--- config.mk ---
export PLATFORM = sky130hd
export DESIGN_NAME = hs_voice_mixer
export DESIGN_NICKNAME = d
export VERILOG_FILES = /design/src/rtl/hsg_pkg.sv /design/src/rtl/hsg_regs.sv /design/src/rtl/hsg_scale.sv /design/src/rtl/hsg_sat.sv /design/src/rtl/hs_voice_mixer.sv
export SDC_FILE = /design/constraint.sdc
export NUM_CORES = 2
export LEC_CHECK = 0
export BUFFER_PORTS_ARGS = -buffer_cell sky130_fd_sc_hd__clkbuf_2
export CAP_MARGIN = 20
export CORE_ASPECT_RATIO = 0.8
export CORE_UTILIZATION = 49
export DETAILED_ROUTE_END_ITERATION = 10
export MAX_ROUTING_LAYER = met4
export PLACE_DENSITY = 0.69
export SLEW_MARGIN = 30
export SYNTH_ARGS = -nofsm -noshare
export SYNTH_HDL_FRONTEND = slang
export SYNTH_SLANG_ARGS = --single-unit
--- constraint.sdc ---
create_clock -name clk -period 3 [get_ports clk]
set_input_delay 0.3 -clock clk [delete_from_list [all_inputs] [get_ports clk]]
set_output_delay 0.3 -clock clk [all_outputs]
set_load 0.01 [all_outputs]
--- src/rtl/hsg_pkg.sv ---
`timescale 1ns/1ps
package hsg_pkg;
  localparam int GW        = 3;
  localparam int CW        = 16;
  localparam int FRAC      = 14;
  localparam int ADDR_G1   = 0;
  localparam int ADDR_G2   = 1;
  localparam int TX_LSB    = 0;
  localparam int RX_LSB    = 4;
  localparam int ST_LSB    = 0;
  localparam int ST_EN_BIT = 7;
  localparam logic [GW-1:0] ST_UNITY = 3'd3;

  function automatic logic [CW-1:0] tx_coef(input logic [GW-1:0] code);
    case (code)
      3'd0:    tx_coef = 16'd16384;
      3'd1:    tx_coef = 16'd18383;
      3'd2:    tx_coef = 16'd20626;
      3'd3:    tx_coef = 16'd23143;
      3'd4:    tx_coef = 16'd25967;
      3'd5:    tx_coef = 16'd29135;
      3'd6:    tx_coef = 16'd32690;
      default: tx_coef = 16'd36679;
    endcase
  endfunction

  function automatic logic [CW-1:0] rx_coef(input logic [GW-1:0] code);
    case (code)
      3'd0:    rx_coef = 16'd16384;
      3'd1:    rx_coef = 16'd14602;
      3'd2:    rx_coef = 16'd13014;
      3'd3:    rx_coef = 16'd11599;
      3'd4:    rx_coef = 16'd10338;
      3'd5:    rx_coef = 16'd9213;
      3'd6:    rx_coef = 16'd8211;
      default: rx_coef = 16'd7318;
    endcase
  endfunction

  function automatic logic [CW-1:0] st_coef(input logic [GW-1:0] code);
    case (code)
      3'd0:    st_coef = 16'd5205;
      3'd1:    st_coef = 16'd7628;
      3'd2:    st_coef = 16'd11179;
      3'd3:    st_coef = 16'd16384;
      3'd4:    st_coef = 16'd24012;
      3'd5:    st_coef = 16'd35190;
      default: st_coef = 16'd51573;
    endcase
  endfunction
endpackage

--- src/rtl/hsg_regs.sv ---
`timescale 1ns/1ps
module hsg_regs
  import hsg_pkg::*;
#(
  parameter int AW = 2
) (
  input  logic          clk,
  input  logic          rst_n,
  input  logic          wr_en,
  input  logic [AW-1:0] wr_addr,
  input  logic [7:0]    wr_data,
  input  logic          smp_stb,
  output logic [GW-1:0] act_tx,
  output logic [GW-1:0] act_rx,
  output logic [GW-1:0] act_st,
  output logic          act_en
);
  logic [GW-1:0] sh_tx, sh_rx, sh_st;
  logic          sh_en;
  logic [GW-1:0] sh_tx_d, sh_rx_d, sh_st_d;
  logic          sh_en_d;
  logic          hit_g1, hit_g2;

  assign hit_g1 = wr_en && (wr_addr == AW'(ADDR_G1));
  assign hit_g2 = wr_en && (wr_addr == AW'(ADDR_G2));

  always_comb begin
    sh_tx_d = sh_tx;
    sh_rx_d = sh_rx;
    sh_st_d = sh_st;
    sh_en_d = sh_en;
    if (hit_g1) begin
      sh_tx_d = wr_data[TX_LSB +: GW];
      sh_rx_d = wr_data[RX_LSB +: GW];
    end
    if (hit_g2) begin
      sh_st_d = wr_data[ST_LSB +: GW];
      sh_en_d = wr_data[ST_EN_BIT];
    end
  end

  always_ff @(posedge clk or negedge rst_n) begin
    if (!rst_n) begin
      sh_tx <= '0;
      sh_rx <= '0;
      sh_st <= ST_UNITY;
      sh_en <= 1'b0;
    end else begin
      sh_tx <= sh_tx_d;
      sh_rx <= sh_rx_d;
      sh_st <= sh_st_d;
      sh_en <= sh_en_d;
    end
  end

  always_ff @(posedge clk or negedge rst_n) begin
    if (!rst_n) begin
      act_tx <= '0;
      act_rx <= '0;
      act_st <= ST_UNITY;
      act_en <= 1'b0;
    end else if (smp_stb) begin
      act_tx <= sh_tx;
      act_rx <= sh_rx;
      act_st <= sh_st;
      act_en <= sh_en;
    end
  end

  // committed settings move only on a strobe, and then to the staged copy
  p_hold_between_strobes_r10: assert property (@(posedge clk) disable iff (!rst_n)
    !smp_stb |=> ($stable(act_tx) && $stable(act_rx) && $stable(act_st) && $stable(act_en)));
  p_commit_on_strobe_r10: assert property (@(posedge clk) disable iff (!rst_n)
    smp_stb |=> (act_tx == $past(sh_tx) && act_rx == $past(sh_rx)
                 && act_st == $past(sh_st) && act_en == $past(sh_en)));
endmodule

--- src/rtl/hsg_scale.sv ---
`timescale 1ns/1ps
module hsg_scale #(
  parameter int DW   = 16,
  parameter int CW   = 16,
  parameter int FRAC = 14,
  parameter int OW   = 19
) (
  input  logic signed [DW-1:0] x,
  input  logic        [CW-1:0] coef,
  output logic signed [OW-1:0] y
);
  localparam int PW = DW + CW + 1;
  logic signed [CW:0]   cs;
  logic signed [PW-1:0] prod;
  logic signed [PW-1:0] prod_r;

  assign cs     = {1'b0, coef};
  assign prod   = PW'(x) * PW'(cs);
  assign prod_r = prod + PW'(1 << (FRAC - 1));
  assign y      = OW'(prod_r >>> FRAC);
endmodule

--- src/rtl/hsg_sat.sv ---
`timescale 1ns/1ps
module hsg_sat #(
  parameter int IW = 20,
  parameter int OW = 16
) (
  input  logic signed [IW-1:0] v,
  output logic signed [OW-1:0] y
);
  localparam logic signed [IW-1:0] HI = IW'((2 ** (OW - 1)) - 1);
  localparam logic signed [IW-1:0] LO = -HI - IW'(1);

  always_comb begin
    if (v > HI)      y = HI[OW-1:0];
    else if (v < LO) y = LO[OW-1:0];
    else             y = v[OW-1:0];
  end
endmodule

--- src/rtl/hs_voice_mixer.sv ---
`timescale 1ns/1ps
module hs_voice_mixer
  import hsg_pkg::*;
#(
  parameter int DW = 16,
  parameter int AW = 2
) (
  input  logic                 clk,
  input  logic                 rst_n,
  input  logic                 wr_en,
  input  logic [AW-1:0]        wr_addr,
  input  logic [7:0]           wr_data,
  input  logic                 smp_stb,
  input  logic signed [DW-1:0] tx_in,
  input  logic signed [DW-1:0] rx_in,
  output logic signed [DW-1:0] tx_out,
  output logic signed [DW-1:0] rx_out,
  output logic                 out_valid
);
  localparam int PW = DW + 3;
  localparam int SW = PW + 1;
  localparam logic signed [SW-1:0] SUM_MAX = SW'((2 ** (DW - 1)) - 1);
  localparam logic signed [SW-1:0] SUM_MIN = -SUM_MAX - SW'(1);
  localparam logic signed [DW-1:0] OUT_MAX = SUM_MAX[DW-1:0];
  localparam logic signed [DW-1:0] OUT_MIN = SUM_MIN[DW-1:0];

  logic [1:0] rsync;
  logic       rst_s_n;

  always_ff @(posedge clk or negedge rst_n) begin
    if (!rst_n) rsync <= 2'b00;
    else        rsync <= {rsync[0], 1'b1};
  end
  assign rst_s_n = rsync[1];

  logic [GW-1:0] act_tx, act_rx, act_st;
  logic          act_en;

  hsg_regs #(.AW(AW)) u_regs (
    .clk     (clk),
    .rst_n   (rst_s_n),
    .wr_en   (wr_en),
    .wr_addr (wr_addr),
    .wr_data (wr_data),
    .smp_stb (smp_stb),
    .act_tx  (act_tx),
    .act_rx  (act_rx),
    .act_st  (act_st),
    .act_en  (act_en)
  );

  logic signed [DW-1:0] tx_q, rx_q;
  logic                 stb_q;

  always_ff @(posedge clk or negedge rst_s_n) begin
    if (!rst_s_n) begin
      tx_q  <= '0;
      rx_q  <= '0;
      stb_q <= 1'b0;
    end else begin
      stb_q <= smp_stb;
      if (smp_stb) begin
        tx_q <= tx_in;
        rx_q <= rx_in;
      end
    end
  end

  logic signed [PW-1:0] tx_full, rx_full, st_full, st_gated;
  logic signed [SW-1:0] rx_sum;
  logic signed [DW-1:0] tx_sat, rx_sat;

  hsg_scale #(.DW(DW), .CW(CW), .FRAC(FRAC), .OW(PW)) u_tx_gain (
    .x(tx_q), .coef(tx_coef(act_tx)), .y(tx_full));
  hsg_scale #(.DW(DW), .CW(CW), .FRAC(FRAC), .OW(PW)) u_rx_gain (
    .x(rx_q), .coef(rx_coef(act_rx)), .y(rx_full));
  hsg_scale #(.DW(DW), .CW(CW), .FRAC(FRAC), .OW(PW)) u_st_gain (
    .x(tx_q), .coef(st_coef(act_st)), .y(st_full));

  assign st_gated = act_en ? st_full : '0;
  assign rx_sum   = SW'(rx_full) + SW'(st_gated);

  hsg_sat #(.IW(SW), .OW(DW)) u_tx_sat (.v(SW'(tx_full)), .y(tx_sat));
  hsg_sat #(.IW(SW), .OW(DW)) u_rx_sat (.v(rx_sum),       .y(rx_sat));

  logic signed [DW-1:0] tx_out_d, rx_out_d;

  always_comb begin
    tx_out_d = tx_out;
    rx_out_d = rx_out;
    if (stb_q) begin
      tx_out_d = tx_sat;
      rx_out_d = rx_sat;
    end
  end

  always_ff @(posedge clk or negedge rst_s_n) begin
    if (!rst_s_n) begin
      tx_out    <= '0;
      rx_out    <= '0;
      out_valid <= 1'b0;
    end else begin
      tx_out    <= tx_out_d;
      rx_out    <= rx_out_d;
      out_valid <= stb_q;
    end
  end

  // one result pulse two edges after each strobe, outputs held otherwise
  p_valid_after_strobe_r9: assert property (@(posedge clk) disable iff (!rst_s_n)
    smp_stb |=> ##1 out_valid);
  p_no_spurious_valid_r9: assert property (@(posedge clk) disable iff (!rst_s_n)
    !smp_stb |=> ##1 !out_valid);
  p_outputs_hold_r9: assert property (@(posedge clk) disable iff (!rst_s_n)
    !stb_q |=> ($stable(tx_out) && $stable(rx_out)));
  // receive sum clamps at both rails
  p_rx_clamp_hi_r7: assert property (@(posedge clk) disable iff (!rst_s_n)
    (stb_q && rx_sum > SUM_MAX) |=> rx_out == OUT_MAX);
  p_rx_clamp_lo_r7: assert property (@(posedge clk) disable iff (!rst_s_n)
    (stb_q && rx_sum < SUM_MIN) |=> rx_out == OUT_MIN);
  // code 0 on transmit is unity
  p_tx_unity_r3: assert property (@(posedge clk) disable iff (!rst_s_n)
    (stb_q && act_tx == '0) |=> tx_out == $past(tx_q));
  // with side-tone off and receive at 0 dB the receive sample passes unchanged
  p_st_off_pass_r6: assert property (@(posedge clk) disable iff (!rst_s_n)
    (stb_q && !act_en && act_rx == '0) |=> rx_out == $past(rx_q));
endmodule

# Word level (Yosys, flattened, before mapping)
# Cells that the tools add are included.
[word_totals]
register_bits = 88
input_bits = 46
out_inout_bits = 33
word_cells = 58
[op_classes]
addsub = 4
mul = 3
magnitude_cmp = 4
n_eq_ne = 18
mux = 8
reduce_logical = 6
[ops]
columns = ["cell", "count"]
rows = [
  ["$pmux 16 s7", 1],
  ["$pmux 15 s7", 1],
  ["$pmux 16 s6", 1],
  ["$add 33x15->33 const B", 2],
  ["$mul 16x17->33", 2],
  ["$mux 16", 4],
  ["$add 32x15->33 const B", 1],
  ["$mul 16x16->32", 1],
  ["$eq 3x3->1 const B", 8],
  ["$add 19x19->20", 1],
  ["$gt 20x16->1 const B", 1],
  ["$lt 20x16->1 const B", 1],
  ["$gt 19x16->1 const B", 1],
  ["$lt 19x16->1 const B", 1],
  ["$mux 19", 1],
  ["$eq 3x2->1 const B", 6],
  ["$eq 3x1->1 const B", 3],
  ["$logic_not 3->1", 3],
  ["$eq 2x1->1 const B", 1],
  ["$logic_and 1x1->1", 2],
  ["$logic_not 2->1", 1],
]

# Logic depth before layout (Yosys ltp)
[logic_depth]
ltp_word = 9
mapped_depth = 40
depth_no_buf = 39

# Cells and area by module
# From an unflattened synthesis, not the netlist that was laid out.
[hier_totals]
hier_cells = 3443
hier_area_um2 = 31181.2
[by_module_without_submodules]
columns = ["module", "instances", "cells_each", "area_each_um2", "seq_area_each_um2"]
rows = [
  ["hsg_scale at u_tx_gain", 1, 1007, 8670.8, 0.0],
  ["hsg_scale at u_rx_gain", 1, 978, 8539.4, 0.0],
  ["hsg_scale at u_st_gain", 1, 945, 8385.5, 0.0],
  ["hs_voice_mixer", 1, 350, 3882.5, 1701.6],
  ["hsg_sat", 2, 60, 470.5, 0.0],
  ["hsg_regs", 1, 43, 762.0, 505.5],
]

# Worst setup path after synthesis
# Ideal clock, no wire load.
[synth_timing]
path_type = "register to register"
from = "register u_regs.act_st[0]"
to = "register rx_out[10]"
t_arrival_ns = 8.901
slack_ns = -6.042
path_stages_with_launch = 37
path_buffers = 3
period_less_slack_ns = 9.042
cell_sequence = "dfstp_2 > clkbuf_1 > nor2b_1 > nor3_1 > nor2_1 > clkbuf_1 > nand2_1 > fa_1 > fa_1 > fa_1 > inv_1 > ha_1 > fa_1 > inv_1 > fa_1 > inv_1 > ha_1 > a2111oi_0 > o31ai_1 > o21a_1 > nor2_1 > o31ai_2 > a22o_2 > or2_2 > xor2_1 > and2_1 > ha_1 > and3_1 > nand3_1 > o311ai_0 > o311ai_0 > xnor2_1 > nor3_1 > a21oi_1 > o21ai_1 > clkbuf_1 > nand3_1"
[synth_via]
elab_chain_len = 9
elab_cells_between_ends = 15
cone_classes = "add/sub: 2; mul: 1; order compare: 2; eq/ne: 5; mux: 4; reduce/logical: 1"
[synth_lines]
columns = ["item", "line_no", "text"]
rows = [
  ["start: declaration", "hsg_regs.sv:15", "output logic [GW-1:0] act_st,"],
  ["start signal: assignment", "hsg_regs.sv:65", "act_st <= sh_st;"],
  ["$eq 3x3->1 (tied with other cells)", "hsg_pkg.sv:41", "case (code)"],
  ["$pmux 16 s6 *", "hsg_pkg.sv:41", ""],
  ["$mul 16x17->33 *", "hsg_scale.sv:18", "assign prod = PW'(x) * PW'(cs);"],
  ["$add 33x15->33 *", "hsg_scale.sv:19", "assign prod_r = prod + PW'(1 << (FRAC - 1));"],
  ["$mux 19 *", "hs_voice_mixer.sv:80", "assign st_gated = act_en ? st_full : '0;"],
  ["$add 19x19->20 *", "hs_voice_mixer.sv:81", "assign rx_sum = SW'(rx_full) + SW'(st_gated);"],
  ["$lt 20x16->1", "hsg_sat.sv:14", "else if (v < LO) y = LO[OW-1:0];"],
  ["$mux 16", "hsg_sat.sv:14", ""],
  ["$mux 16 *", "hsg_sat.sv:13", "if (v > HI) y = HI[OW-1:0];"],
  ["end signal: assignment", "hs_voice_mixer.sv:104", "rx_out <= rx_out_d;"],
  ["end: declaration", "hs_voice_mixer.sv:17", "output logic signed [DW-1:0] rx_out,"],
]
# Mark *: on every way between the ends. The rest lies on a longest branch, timed or not.
# A chain may end at the register's enable or synchronous reset.

# Worst setup path in the final report
[layout_timing]
from = "register u_regs.act_st[1]"
to = "register rx_out[12]"
# The elaborated chain is that of the path after synthesis.

==> impl_metrics.csv <==
group,metric,value,unit
placed_design,port_buffers,77,
sta,max_slew_margin,0.470,
drt,wl_per_cell,16.0,um
die,boundaryPins,79,
clock_tree,clk_path_buf_depth,2,
sta,holdWs,0.128,ns
final_layout,layout_commonest_cell,"inv_1",
worst_setup_path,worst_path_most_repeated_cell,"fa_1",
sta,hold_viol,0,
final_layout,fin_cells,4581,
logic_synthesis,yosysWarnings,0,
sta,setup_violations,32,
die,die_w,279,um
die,coreArea,0.0601,mm^2
die,rows,80,
drt,drc,0,
logic_synthesis,synth_edf_count,0,
drt,vias,23260,
clock_tree,clock-root-buffer,"clkbuf_16",
logic_synthesis,ys_ff_latch,88,
final_layout,mostFrequentLayoutCells,"inv_1 (777), fa_1 (625), buf_4 (536), nand2_1 (368), ha_1 (321)",
global_route,grt_pass1_wl,124,mm
clock_tree,tritoncts.num_buffers,9,
die,die-area,0.0622,mm^2
worst_setup_path,path_class,"reg -> reg",
drt,vias_per_cell,5.08,
global_route,grt_pass1_vias,24449,
placed_design,place_ws,-5.73,ns
placed_design,hpwl,62.2,mm
min_path,hold_path.class,"in -> reg",
clock_tree,htree_levels,3,
worst_setup_path,critPathRequiredTime,3.28,ns
placed_design,place_congestion,0.925,
worst_setup_path,cp.arrival,8.71,ns
worst_setup_path,critPathMaxFanout,7,
worst_setup_path,endpoint_kind,"flip-flop",
final_layout,drive_above_1_share,0.254,
global_route,track_usage,0.259,
sta,skew,0.0163,ns
placed_design,dp_cells,4513,
global_route,overflow,0,
logic_synthesis,synth.distinct_cells,73,
logic_synthesis,syn_inst,3234,
worst_setup_path,crit_path_start_kind,"flip-flop",
clock_tree,cts_tree,"yes",
logic_synthesis,async_reset_ff_frac,1.00,
worst_setup_path,cpPeakStageDelay,0.57,ns
drt,drt_iter0_markers,1392,
drt,firstDrtPassIters,7,
clock_tree,clk_pin_slew_worst_paths,0.08,ns
die,die_h,223,um
sta,setup_slack,-5.43,ns
outcome,failed_checks,"negative setup slack",
final_layout,area_growth,24.1,%
sta,slew_violations,0,
final_layout,n_antenna_cell,0,
die,start_util,0.499,
logic_synthesis,yosys_most_used_dff,"dfrtp_1",
logic_synthesis,netlist_area,0.0300,mm^2
sta,fin_crit_sh,2.81,
logic_synthesis,synth_area_per_cell,9.27,um^2
sta,max_freq,0.119,GHz
worst_setup_path,slowest_stage,"dfstp_2",
logic_synthesis,ys_seq_area_frac,0.0736,
clock_tree,clk_latency,0.40,ns
drt,wl,73.2,mm
sta,min_period,8.43,ns
clock_tree,cts_sinks,88,
run,drv_cap,0,
outcome,status,"complete, but fails checks",
drt,antenna_left,0,
final_layout,nets,4825,
global_route,antenna_found_initial,0,
sta,rsz0062_at_grt,"yes",
global_route,grt_max_degree,65,
sta,worstMarginPinSlew,0.795,ns
[cells by family after synthesis]
kind of cell               synth area share
other                              0.000250
muxes                                0.0204
adders and majority gates             0.569
DFF                                  0.0736
and+or+nand+nor                       0.142
xor gates and xnor gates             0.0228
buffers and inverters                 0.115
AOI/OAI and AO/OA                    0.0567
[what timing repair did]
action / CTS / global route
hold endpoints to repair: 2 / 0
pin swaps: 57 / 93
setup endpoints to repair: 32 / 32
gates resized for setup: 97 / 106
hold buffers: 1 / 0
buffers inserted: 26 / 25
gates cloned: 3 / 0
[state kept, by name (all words and copies together), names as in the netlist]
name,flops
u_regs.act_en,1
rsync,2
u_regs.act_rx,3
tx_out,16
out_valid,1
u_regs.sh_tx,3
rx_out,16
tx_q,16
u_regs.act_st,3
u_regs.act_tx,3
u_regs.sh_st,3
stb_q,1
rx_q,16
u_regs.sh_rx,3
u_regs.sh_en,1
[cells in the mapped netlist (all sizes together), types with 9 or more instances]
cell    count  share of area
o22ai      17         0.0040
fa        638           0.43
mux2       50          0.019
o21ai      51         0.0086
nor3       14         0.0023
xor2       24         0.0070
nor2b      16         0.0034
o21a       20         0.0050
xnor2      54          0.016
and2      280          0.058
or2        16         0.0033
and3       11         0.0023
nand2     394          0.049
nor2       81          0.010
a31oi       9         0.0024
clkbuf    111          0.014
a21o       31         0.0078
inv       794          0.099
nand3      27         0.0045
dfrtp      84          0.070
o21bai     10         0.0025
ha        344           0.14
a21oi      56         0.0093
[path summary, 6_finish.rpt]
check / start / to / slack [ns] / depth (start not counted)
worst max-delay path: u_regs.act_st[1]$_DFFE_PN1P_ / rx_out[12]$_DFFE_PN0P_ / -5.43 / 38
worst min-delay path: rx_in[10] / rx_q[10]$_DFFE_PN0P_ / 0.13 / 2
worst max register to register: u_regs.act_st[1]$_DFFE_PN1P_ / rx_out[12]$_DFFE_PN0P_ / -5.43 / 38
worst min register to register: rsync[1]$_DFF_PN0_ / rx_out[15]$_DFFE_PN0P_ / 0.25 / 0
max in group asynchronous: rsync[1]$_DFF_PN0_ / u_regs.sh_st[1]$_DFFE_PN1P_ / 2.11 / 1
min in group asynchronous: rst_n / rsync[1]$_DFF_PN0_ / 0.21 / 2
[layout make-up]
class | count | area (um^2)
clock inverter | 6 | 90.1
multi-input combinational | 2239 | 25500
fill | 4990 | 22800
sequential | 88 | 2220
timing repair buffer | 664 | 5180
inverter | 795 | 2990
clock buffer | 10 | 229
tap | 779 | 975
[per-stage QoR]
step,TNS (ns),util,area (um^2)
2_1_floorplan,-136.26,-,30700
6_report,-146.90,0.620,37200
5_1_grt,-154.41,0.620,37200
4_1_cts,-146.37,0.609,36600
3_5_place_dp,-155.27,0.592,35500
3_3_place_gp,-149.83,0.592,35500
[metal layers]
| layer | part of all wire | routed length [um] | GRT usage | up-vias |
|---|---|---|---|---|
| met2 | 0.45 | 32700 | 0.384 | 623 |
| met4 | 0.015 | 1070 | 0.0502 | 0 |
| met1 | 0.48 | 34900 | 0.378 | 11746 |
| li1 | - | - | - | 10826 |
| met3 | 0.062 | 4560 | 0.0361 | 65 |
| met5 | 0 | 0 | - | - |
[worst max-delay path: cells and delay by family, from the launching register on]
kind,cells,cell delay (ns)
buf+inv,7,0.76
simple gates,10,1.48
flops,1,0.57
compound gates,11,1.72
xor+xnor,2,0.30
fa+ha+maj,8,3.48
Power is left out: the tool's default activity adds up to more than one toggle a clock period on the data nets, which glitch-free logic cannot reach.
